`src/rtl/vid_timing_gen.sv`:
```
module vid_timing_gen #(
  parameter int SYNC_W  = 8,
  parameter int PORCH_W = 12,
  parameter int ACT_W   = 16
) (
  input  logic             clk,
  input  logic             rst_n,
  input  logic             wr_en,
  input  logic [1:0]       wr_sel,
  input  logic [31:0]      wr_data,
  input  logic             run,
  input  logic             stop_req,
  input  logic             upd_req,
  input  logic             cmd_mode,
  input  logic             te_en,
  input  logic             te_in,
  input  logic             pix_valid,
  output logic             hsync,
  output logic             vsync,
  output logic             de,
  output logic [ACT_W-1:0] pix_x,
  output logic [ACT_W-1:0] pix_y,
  output logic             evt_vsync,
  output logic             evt_upd_done,
  output logic             evt_done,
  output logic             evt_te,
  output logic             evt_uflow
);
  localparam int TW     = ACT_W + 2;
  localparam int BP_LSB = SYNC_W;
  localparam int FP_LSB = SYNC_W + PORCH_W;
  localparam int WW     = 2 * ACT_W;

  typedef enum logic [1:0] {IDLE, WAIT_TE, SCAN} st_t;
  st_t st;

  logic [WW-1:0] sh_size, sh_htim, sh_vtim;
  logic [WW-1:0] lv_size, lv_htim, lv_vtim;
  logic [TW-1:0] hc, vc;
  logic mode_q, run_q, te_q, stop_pend, upd_pend;

  logic [TW-1:0] h_s, h_b, h_f, h_a, v_s, v_b, v_f, v_a;
  assign h_s = TW'(lv_htim[SYNC_W-1:0]);
  assign h_b = TW'(lv_htim[FP_LSB-1:BP_LSB]);
  assign h_f = TW'(lv_htim[WW-1:FP_LSB]);
  assign h_a = TW'(lv_size[ACT_W-1:0]);
  assign v_s = TW'(lv_vtim[SYNC_W-1:0]);
  assign v_b = TW'(lv_vtim[FP_LSB-1:BP_LSB]);
  assign v_f = TW'(lv_vtim[WW-1:FP_LSB]);
  assign v_a = TW'(lv_size[WW-1:ACT_W]);

  logic [TW-1:0] h_as, v_as, h_tot, v_tot;
  assign h_as  = h_s + h_b;
  assign v_as  = v_s + v_b;
  assign h_tot = h_as + h_a + h_f;
  assign v_tot = v_as + v_a + v_f;

  logic scan, h_last, v_last, frame_end, take_stop, take_upd, run_rise;
  assign scan      = (st == SCAN);
  assign h_last    = (hc == h_tot - TW'(1));
  assign v_last    = (vc == v_tot - TW'(1));
  assign frame_end = scan && h_last && v_last;
  assign take_stop = frame_end && (mode_q || stop_pend);
  assign take_upd  = frame_end && !take_stop && upd_pend;
  assign run_rise  = run && !run_q;

  assign hsync     = scan && (hc < h_s);
  assign vsync     = scan && (vc < v_s);
  assign de        = scan && (hc >= h_as) && (hc < h_as + h_a) &&
                     (vc >= v_as) && (vc < v_as + v_a);
  assign pix_x     = de ? ACT_W'(hc - h_as) : '0;
  assign pix_y     = de ? ACT_W'(vc - v_as) : '0;
  assign evt_vsync = scan && (hc == '0) && (vc == '0);
  assign evt_te    = te_in && !te_q;
  assign evt_uflow = de && !pix_valid;

  always_ff @(posedge clk) begin
    if (!rst_n) begin
      st <= IDLE;
      sh_size <= '0; sh_htim <= '0; sh_vtim <= '0;
      lv_size <= '0; lv_htim <= '0; lv_vtim <= '0;
      hc <= '0; vc <= '0;
      mode_q <= 1'b0; run_q <= 1'b0; te_q <= 1'b0;
      stop_pend <= 1'b0; upd_pend <= 1'b0;
      evt_upd_done <= 1'b0; evt_done <= 1'b0;
    end else begin
      run_q <= run;
      te_q  <= te_in;
      evt_upd_done <= take_upd;
      evt_done     <= take_stop;
      if (wr_en) begin
        case (wr_sel)
          2'd0:    sh_size <= wr_data;
          2'd1:    sh_htim <= wr_data;
          2'd2:    sh_vtim <= wr_data;
          default: ;
        endcase
      end
      case (st)
        IDLE: if (run_rise) begin
          lv_size <= sh_size; lv_htim <= sh_htim; lv_vtim <= sh_vtim;
          mode_q <= cmd_mode;
          hc <= '0; vc <= '0;
          stop_pend <= 1'b0; upd_pend <= 1'b0;
          st <= (cmd_mode && te_en) ? WAIT_TE : SCAN;
        end
        WAIT_TE: if (evt_te) st <= SCAN;
        default: begin
          stop_pend <= (stop_pend && !frame_end) || (stop_req && !mode_q);
          upd_pend  <= (upd_pend && !take_upd) || (upd_req && !mode_q);
          if (h_last) begin
            hc <= '0;
            vc <= v_last ? '0 : vc + TW'(1);
          end else begin
            hc <= hc + TW'(1);
          end
          if (take_stop) st <= IDLE;
          if (take_upd) begin
            lv_size <= sh_size; lv_htim <= sh_htim; lv_vtim <= sh_vtim;
          end
        end
      endcase
    end
  end
endmodule

```
`config.mk`:
```
export PLATFORM = sky130hd
export DESIGN_NAME = vid_timing_gen
export DESIGN_NICKNAME = d
export VERILOG_FILES = /design/src/rtl/vid_timing_gen.sv
export SDC_FILE = /design/constraint.sdc
export NUM_CORES = 1
export LEC_CHECK = 0
export BUFFER_PORTS_ARGS = -buffer_cell sky130_fd_sc_hd__clkbuf_2
export CAP_MARGIN = 5
export CORE_MARGIN = 5
export CORE_UTILIZATION = 60
export CTS_BUF_LIST = sky130_fd_sc_hd__clkbuf_8 sky130_fd_sc_hd__clkbuf_16
export CTS_CLUSTER_SIZE = 40
export DETAILED_ROUTE_END_ITERATION = 12
export PLACE_DENSITY = 0.88
export SLEW_MARGIN = 20
export SYNTH_ARGS = -nofsm -noshare
export SYNTH_HDL_FRONTEND = slang
export SYNTH_SLANG_ARGS = --single-unit
```
`constraint.sdc`:
```
create_clock -name clk -period 7.44 [get_ports clk]
set_clock_uncertainty 0.15 [all_clocks]
set_input_delay 1.488 -clock clk [delete_from_list [all_inputs] [get_ports clk]]
set_output_delay 1.488 -clock clk [all_outputs]
set_load 0.02 [all_outputs]
```
After elaboration in Yosys (flattened, before gate mapping)
Cells that the tools add are included.
{ "totals": {"regBits": 237, "in_bits": 44, "out_inout_bits": 40, "word_cells": 114} }
{ "classes": {"n_addsub": 12, "n_lt_le_gt_ge": 6, "eq_ne": 8, "n_mux": 25, "bitwise": 1, "n_reduce_logical": 46} }
{ "op_table": {"columns": ["op", "n"], "rows": [
  ["32-bit 2-to-1 mux", 6],
  ["32-bit one-hot mux with 2 select lines", 3],
  ["18-bit 2-to-1 mux", 4],
  ["18-bit one-hot mux with 2 select lines", 2],
  ["18-bit by 1-bit adder with 18-bit output (second input constant)", 2],
  ["18-bit by 12-bit adder with 18-bit output", 2],
  ["18-bit equality test", 2],
  ["18-bit by 13-bit greater-or-equal comparator with 1-bit output", 2],
  ["18-bit logical NOT", 2],
  ["18-bit by 17-bit < comparator with 1-bit output", 2],
  ["18-bit by 8-bit < comparator with 1-bit output", 2],
  ["18-bit by 1-bit subtractor with 18-bit output (second input constant)", 2],
  ["13-bit by 16-bit adder with 17-bit output", 2],
  ["16-bit 2-to-1 mux", 2],
  ["16-bit by 13-bit subtractor with 16-bit output", 2],
  ["8-bit by 12-bit adder with 13-bit output", 2],
  ["1-bit logical AND", 21],
  ["2-bit AND reduction", 5],
  ["3-bit AND reduction", 3],
  ["2-bit 2-to-1 mux", 4],
  ["1-bit logical NOT", 7],
  ["2-bit by 1-bit equality test with 1-bit output (second input constant)", 2],
  ["2-bit equality test (second input constant)", 2],
  ["2-bit logical NOT", 2],
  ["8 further kinds", 13]
]} }

Longest topological paths before layout
Gate-level depths: netlist (run 1).
{ "logic_depth": {"depth_word": 15, "mapped_depth": 37, "ltp_nobuf": 33} }

Worst setup path after synthesis (run 1)
Ideal clock, no wire load.
{ "synth_path": {"path_type": "reg2out", "from": "reg lv_vtim[0]", "to": "out pix_x[11]", "arrival_time_ns": 5.711, "t_required_ns": 5.802, "slack_ns": 0.091, "stages_incl_launch_ff": 33, "n_path_buf": 2, "cell_sequence": "dfxtp_1 ha_1 inv_1 fa_1 inv_1 a21oi_1 o21bai_1 a21oi_1 o21bai_1 a21o_1 a21o_1 xor2_1 ha_1 inv_1 nor2_1 a41oi_1 a211oi_1 a21o_1 a21o_1 xor2_1 inv_1 ha_1 a21oi_1 nor2_1 o21ai_0 nand2b_1 a221oi_1 o21ai_0 a2111o_1 a311o_1 clkbuf_1 clkbuf_1 nor3_1"} }
{ "synth_via": {"elab_chain_len": 5, "elab_cells_between_ends": 7, "cone_classes": "2 x add/sub; 2 x order compare; 1 x mux; 2 x reduce/logical"} }
{ "synth_lines": {"columns": ["item", "line", "rtl"], "rows": [
  ["from (decl)", "38", "logic [WW-1:0] lv_size, lv_htim, lv_vtim;"],
  ["from (signal assigned)", "101", "lv_size <= sh_size; lv_htim <= sh_htim; lv_vtim <= sh_vtim;"],
  ["from (signal assigned)", "119", "lv_size <= sh_size; lv_htim <= sh_htim; lv_vtim <= sh_vtim;"],
  ["8-bit by 12-bit adder with 13-bit output *", "54", "assign v_as = v_s + v_b;"],
  ["13-bit by 16-bit adder with 17-bit output / 18-bit by 13-bit greater-or-equal comparator with 1-bit output (equally long branches)", "70", "(vc >= v_as) && (vc < v_as + v_a);"],
  ["18-bit by 17-bit < comparator with 1-bit output / 1-bit logical AND (equally long branches)", "70, 69", null],
  ["1-bit logical AND *", "70", null],
  ["16-bit 2-to-1 mux *", "71", "assign pix_x = de ? ACT_W'(hc - h_as) : '0;"],
  ["to (decl)", "21", "output logic [ACT_W-1:0] pix_x,"]
]} }
Every way passes the cells marked *; elsewhere a longest branch is shown, timed or not.

Final worst setup path (run 1)
{ "layout_path": {"from": "reg lv_htim[1]", "to": "out pix_x[1]"} }
{ "layout_via": {"elab_chain_len": 7, "elab_cells_between_ends": 10, "cone_classes": "3 x add/sub; 2 x order compare; 1 x mux; 4 x reduce/logical"} }
{ "layout_lines": {"columns": ["item", "line", "rtl"], "rows": [
  ["from (decl)", "38", null],
  ["from (signal assigned)", "101", null],
  ["from (signal assigned)", "119", null],
  ["8-bit by 12-bit adder with 13-bit output *", "53", "assign h_as = h_s + h_b;"],
  ["13-bit by 16-bit adder with 17-bit output / 18-bit by 13-bit greater-or-equal comparator with 1-bit output (equally long branches)", "69", "assign de = scan && (hc >= h_as) && (hc < h_as + h_a) &&"],
  ["18-bit by 17-bit < comparator with 1-bit output / 1-bit logical AND (equally long branches)", "69", null],
  ["1-bit logical AND (2 in a row)", "69", null],
  ["1-bit logical AND", "70", null],
  ["16-bit 2-to-1 mux *", "71", null]
]} }
Marked as above.

==> out/summary.txt, run 1 <==
Outcome: finished with violations
Failing checks: setup timing
Drt drc: 0
Setup TNS: -60.15 ns
Vias in the first global route: 16.0k
Synth Register Bits: 237
Worst Slack Setup Final: -0.641 ns
Sequential share of power: 0.388
FF-to-FF Start: lv_vtim[8]
Final period util: 1.09
Synth cell types: 86
Max-cap violations: 0
Routed Wire Length: 57.3 mm
Synth Flop Type: dfxtp_1
First-pass GRT wire length: 82.8 mm
Synth top area share: 0.286
Synth warnings: 0
Layout Cells excl Fill: 2685
Int Power: 2310 uW
Worst-Margin Slew: 1.11 ns
Power Density: 169 nW/um^2
Core area: 27100 um^2
Post-synth EDFFs: 0
Pins Over Slew Limit: 0
Final setup vio count: 152
Fin area: 20200 um^2
Fmax: 124 MHz
Clk slew on worst S/H paths: 0.06 ns
ANT nets after route: 0
Psw: 1100 uW
Via Count: 17.3k
CP endpoint kind: output pin
Worst path slowest cell: a311o_2
Min Tclk post-route: 8.08 ns
GRT Total Usage: 0.325
Placed cell area: 17400 um^2
Clock Tree Root: clkbuf_16
Comb power frac: 0.266
GPL Wtd Cong: 0.988
Port bufs: 83
Final hold violations: 0
Sw frac: 0.323
Worst EP arrival: 6.44 ns
Die area: 31100 um^2
Worst Hold End: sh_size[24]
Crit path buf inv count: 5
Post-synthesis cell area: 16600 um^2
DP HPWL: 35.1 mm
Syn_area_per_cell: 7.73 um^2
CTS tree: yes
DIE WIDTH: 176 um
Layout cell share with drive strength beyond 1: 0.185
Layout area overhead: 21.9%
Post-synthesis sequential area ratio: 0.286
Max H-tree Level: 1
Worst hold stages: 2
CTS sink cnt: 237
Clock Tree Buf Depth: 3
Reg2Reg Setup Slack: -0.54 ns
N_diodes: 0
Reg2reg end: lv_size[26]
Starting Density: 0.612
Row count: 60
Synth area leader: dfxtp_1
Final #Nets: 2511
Worst-Skew Late Latency: 0.56 ns
CP Launch Type: flop
Largest stage delay, worst path: 0.47 ns
Crit path max fanout: 6
HP Class: flop to flop
Net Count, Synth: 2359
CP Class: flop to output pin
Peak supply drop: 0.000226 V
Most common cell after layout, fill and taps aside: nand2_1
GRT overflow: 0
Slew HR: 0.260
Post-synth ARST share: 0
Area contributors post-synth: dfxtp_1 29%, ha_1 12%, nand2_1 10%, mux2i_1 5.9%, a21oi_1 5.1%
Pre-antenna DRT Iters: 6
Cells after DPL: 2549
Vias per inst: 6.43
Critical Path RT: 5.80 ns
Most frequent cells in the layout: 445 x nand2_1, 231 x dfxtp_1, 161 x inv_1, 151 x a21oi_1, 148 x ha_1
Largest net degree at the start of global routing: 111
Die Height: 176 um
Unrepaired setup endpoints after global routing: yes
Clock network fraction of total power: 0.346
Min-delay src: sh_size[24]
Number of fillers in the final layout: 1768
Worst hold margin: 0.305 ns
WL per Instance: 21.3 um
CP delay by family, top: compound AO/OA/AOI/OAI gates
I/O Pins: 84
DR iter-0 viols: 2268
R2R depth: 43
Place WS: -0.190 ns
Cell count after synthesis: 2146
Pleak: 0.00861 uW
Num CTS Buffers: 24
Initial antenna violation count: 1
-- sequential cells by signal (all words and copies together), names as in the netlist --
name and count:
run_q 1, lv_vtim 32, sh_vtim 32, lv_size 32
te_q 1, evt_upd_done 1, upd_pend 1, vc 18
stop_pend 1, hc 18, sh_size 32, lv_htim 32
sh_htim 32, st 2, mode_q 1, evt_done 1
-- layout make-up --
cell class / count / area, um^2 / area share
Tap cell: 372 / 465 / 0.0230
Clock inverter: 13 / 106 / 0.00526
Clock buffer: 28 / 656 / 0.0324
Multi-Input combinational cell: 1642 / 11600 / 0.575
Sequential cell: 237 / 4750 / 0.235
Inverter: 166 / 626 / 0.0310
Timing Repair Buffer: 227 / 1980 / 0.0980
-- tightest hold or removal path, cell delays in order, from the launching register on --
cell,delay [ns]
dfxtp_1,0.31
nand2_1,0.05
a21oi_1,0.05
-- through the flow --
| stage | power [uW] | util |
|---|---|---|
| floorplan | 1900 | - |
| global placement | 2070 | 0.644 |
| detailed placement | 2080 | 0.644 |
| CTS | 3310 | 0.720 |
| global route | 3520 | 0.746 |
| finish | 3420 | 0.746 |
-- synthesized netlist by cell type, types with 8 or more instances --
library cell,number
dfxtp_1,237
o21ai_0,62
a21o_1,36
inv_1,165
a21oi_1,170
buf_2,8
ha_1,161
or3_1,20
and3_1,27
nor3_1,44
nand4_1,29
xor2_1,58
and2_1,10
xnor2_1,69
o31ai_1,9
a21boi_0,9
nor2_1,100
mux2i_1,98
nand2_1,447
fa_1,8
clkbuf_1,82
o211ai_1,18
a211oi_1,17
nor2b_1,22
nand2b_1,22
nand3_1,39
nor4_1,15
o21bai_1,11
o21a_1,20
-- routing by layer --
metal  GRT usage  part of all wire
met1       0.437              0.38
met2       0.522              0.44
met3      0.0448              0.11
met4       0.144             0.065
met5           0           0.00023
-- timing repair --
action / CTS / global route
hold buffers: 0 / 0
setup buffers: 60 / 27
cloned: 7 / 5
gates resized for setup: 160 / 114
setup endpoints to repair: 136 / 171
pin swaps: 71 / 40
-- how the worst max path moves through the flow --
stage	startpoint	to	slack, ns	cells past startpoint
5_1_grt	lv_htim[1]	pix_x[4]	-0.88	30
3_3_place_gp	lv_vtim[0]	pix_x[11]	0.03	30
3_5_place_dp	lv_vtim[0]	pix_y[8]	-0.19	31
2_1_floorplan	lv_vtim[0]	pix_x[11]	0.09	32
6_report	lv_htim[1]	pix_x[1]	-0.64	30
4_1_cts	lv_vtim[8]	pix_y[14]	-0.24	32
-- power groups by stage --
stage | registers [uW] | clock network (uW) | logic [uW]
2_1_floorplan | 1340 | 0 | 558
3_3_place_gp | 1350 | 0 | 722
3_5_place_dp | 1350 | 0 | 734
4_1_cts | 1320 | 1170 | 814
5_1_grt | 1330 | 1230 | 960
6_report | 1320 | 1180 | 908
-- logic make-up after synthesis --
logic type | after synthesis | share of synthesized area
simple gates | 818 | 0.225
compound gates | 429 | 0.166
buf+inv | 267 | 0.0644
flops | 237 | 0.286
fa+ha+maj | 170 | 0.132
xor+xnor | 127 | 0.0671
mux | 98 | 0.0592
No activity file was read; power rests on OpenSTA's default activity.
==> run 2, diff against run 1 <==
--- a/config.mk
+++ b/config.mk
@@ -14,3 +14,5 @@
 export DETAILED_ROUTE_END_ITERATION = 12
+export GPL_TIMING_DRIVEN = 0
 export PLACE_DENSITY = 0.88
+export RECOVER_POWER = 25
 export SLEW_MARGIN = 20
--- a/constraint.sdc
+++ b/constraint.sdc
@@ -4,2 +4,2 @@
 set_output_delay 1.488 -clock clk [all_outputs]
-set_load 0.02 [all_outputs]
+set_load 0.005 [all_outputs]
==> run 2 against run 1 <==
  * Wire length is 4.4% lower
  * Critical path depth is 1 lower
  * Largest power group unchanged
  * Highest routed layer is now met4
  * First-iteration DRC count is 8.6% lower
  * The flow still finishes with violations (setup timing)
  * Largest cell class unchanged
==> out/summary.txt, run 2 (synthesis gave the netlist of run 1 again) <==
Outcome: finished with violations
Failing checks: setup timing
GRT overflow: 0 (unchanged)
Vias in the first global route: 15.8k (-1.2%)
Crit path max fanout: 6 (unchanged)
Worst path slowest cell: a311o_2
DP HPWL: 39.1 mm (+11%)
Starting Density: 0.612 (unchanged)
Max-cap violations: 0 (unchanged)
Row count: 60 (unchanged)
DR iter-0 viols: 2072 (-8.6%)
Unrepaired setup endpoints after global routing: yes
Final period util: 1.11 (+0.0201)
Worst EP arrival: 6.59 ns (+0.15 ns)
Most common cell after layout, fill and taps aside: nand2_1
Final setup vio count: 131 (-14%)
Drt drc: 0 (unchanged)
CTS sink cnt: 237 (unchanged)
DIE WIDTH: 176 um (unchanged)
Clk slew on worst S/H paths: 0.06 ns (about the same)
Final #Nets: 2504 (-0.28%)
Max H-tree Level: 1 (unchanged)
Sw frac: 0.306 (-0.0171)
Largest net degree at the start of global routing: 15 (-86%)
Min Tclk post-route: 8.23 ns (+0.150 ns)
Peak supply drop: 0.000185 V (-18%)
HP Class: flop to flop
Clock Tree Root: clkbuf_16
Routed Wire Length: 54.7 mm (-4.4%)
Clock network fraction of total power: 0.377 (+0.031)
Core area: 27100 um^2 (unchanged)
First-pass GRT wire length: 82.4 mm (-0.47%)
Worst Slack Setup Final: -0.791 ns (-0.150 ns)
Reg2Reg Setup Slack: -0.33 ns (+0.21 ns)
CP Class: flop to output pin
CP endpoint kind: output pin
Initial antenna violation count: 0 (-1)
Hold-fix buffers, CTS: 0 (unchanged)
Fin area: 19400 um^2 (-4.2%)
Pre-antenna DRT Iters: 5 (-1)
Layout Cells excl Fill: 2680 (-0.19%)
Via Count: 16.8k (-2.8%)
Worst-Margin Slew: 0.830 ns (-0.280 ns)
Final hold violations: 0 (unchanged)
Pins Over Slew Limit: 0 (unchanged)
Worst hold margin: 0.294 ns (-0.0108 ns)
Most frequent cells in the layout: 445 x nand2_1, 233 x dfxtp_1, 163 x inv_1, 155 x a21oi_1, 148 x ha_1
Die area: 31100 um^2 (unchanged)
Largest stage delay, worst path: 0.50 ns (+0.03 ns)
Die Height: 176 um (unchanged)
CP Launch Type: flop
Port bufs: 82 (-1.2%)
Final Util: 0.714 (-0.0314)
Worst hold stages: 2 (unchanged)
Int Power: 2370 uW (+2.5%)
Fmax: 121 MHz (-1.8%)
Num CTS Buffers: 25 (+4.2%)
CTS tree: yes
Sequential share of power: 0.387 (about the same)
Power Density: 176 nW/um^2 (+4.3%)
ANT nets after route: 0 (unchanged)
GRT Total Usage: 0.326 (+0.000679)
WL per Instance: 20.4 um (-4.2%)
R2R depth: 34 (-21%)
N_diodes: 0 (unchanged)
Pwr Total: 3410 uW (about the same)
Layout area overhead: 16.7%
Slew HR: 0.443 (+0.183)
Comb power frac: 0.236 (-0.030)
Cells after DPL: 2600 (+2.0%)
Clock Tree Buf Depth: 3 (unchanged)
I/O Pins: 84 (unchanged)
Pleak: 0.00822 uW (-4.5%)
Vias per inst: 6.26 (-2.7%)
GPL Wtd Cong: 0.994 (+0.61%)
Layout cell share with drive strength beyond 1: 0.130 (-0.0546)
Placed cell area: 17500 um^2 (about the same)
Worst-Skew Late Latency: 0.54 ns (-0.02 ns)
Psw: 1040 uW (-5.4%)
Critical Path RT: 5.80 ns (about the same)
-- run 2: critical path: cells and delay by family, from the launching register on --
family,cells,cell delay (ns)
AO/OA/AOI/OAI,14,2.83
buffers and inverters,5,0.56
adder cells (fa/ha/maj),4,1.11
flip-flops,1,0.36
XOR/XNOR,2,0.68
AND/OR/NAND/NOR,4,0.50
-- run 2: area by class of cell --
cell class | instances | area [um^2]
buffer | 98 | 483
clock buffer | 28 | 667
clock inverter | 16 | 179
fill | 1971 | 7740
inverter | 166 | 623
multi-input combinational | 1642 | 11500
sequential | 237 | 4750
tap | 372 | 465
timing repair buffer | 121 | 724
-- run 2: layer usage --
layer | share of wire | GRT usage
met5 | 0 | 0
met4 | 0.059 | 0.147
met3 | 0.11 | 0.0700
met2 | 0.45 | 0.526
met1 | 0.39 | 0.419
-- run 2: what timing repair did --
item | CTS | global route
setup endpoints to repair | 167 | 171
pin swaps | 29 | 25
cloned | 1 | 0
buffers inserted | 23 | 15
gates resized for setup | 103 | 54
-- run 2: worst paths after layout --
path,from,endpoint
setup / recovery,lv_vtim[8],pix_x[3]
hold / removal,upd_pend,evt_upd_done
setup reg to reg,lv_vtim[8],lv_size[13]
hold reg to reg,upd_pend,evt_upd_done
-- run 2: per-stage QoR --
stage / TNS, ns / setup WS, ns
final: -43.36 / -0.791
after global routing: -67.61 / -0.942
after CTS: -14.05 / -0.461
after detailed placement: -84.06 / -1.28
after global placement: -52.98 / -1.08
after floorplan: 0 / 0.387
-- run 2: power groups by stage --
stage,combinational [uW],clock (uW),sequential [uW]
floorplan,552,0,1340
global placement,714,0,1350
detailed placement,733,0,1350
CTS,761,1280,1320
global route,867,1350,1320
finish,804,1290,1320
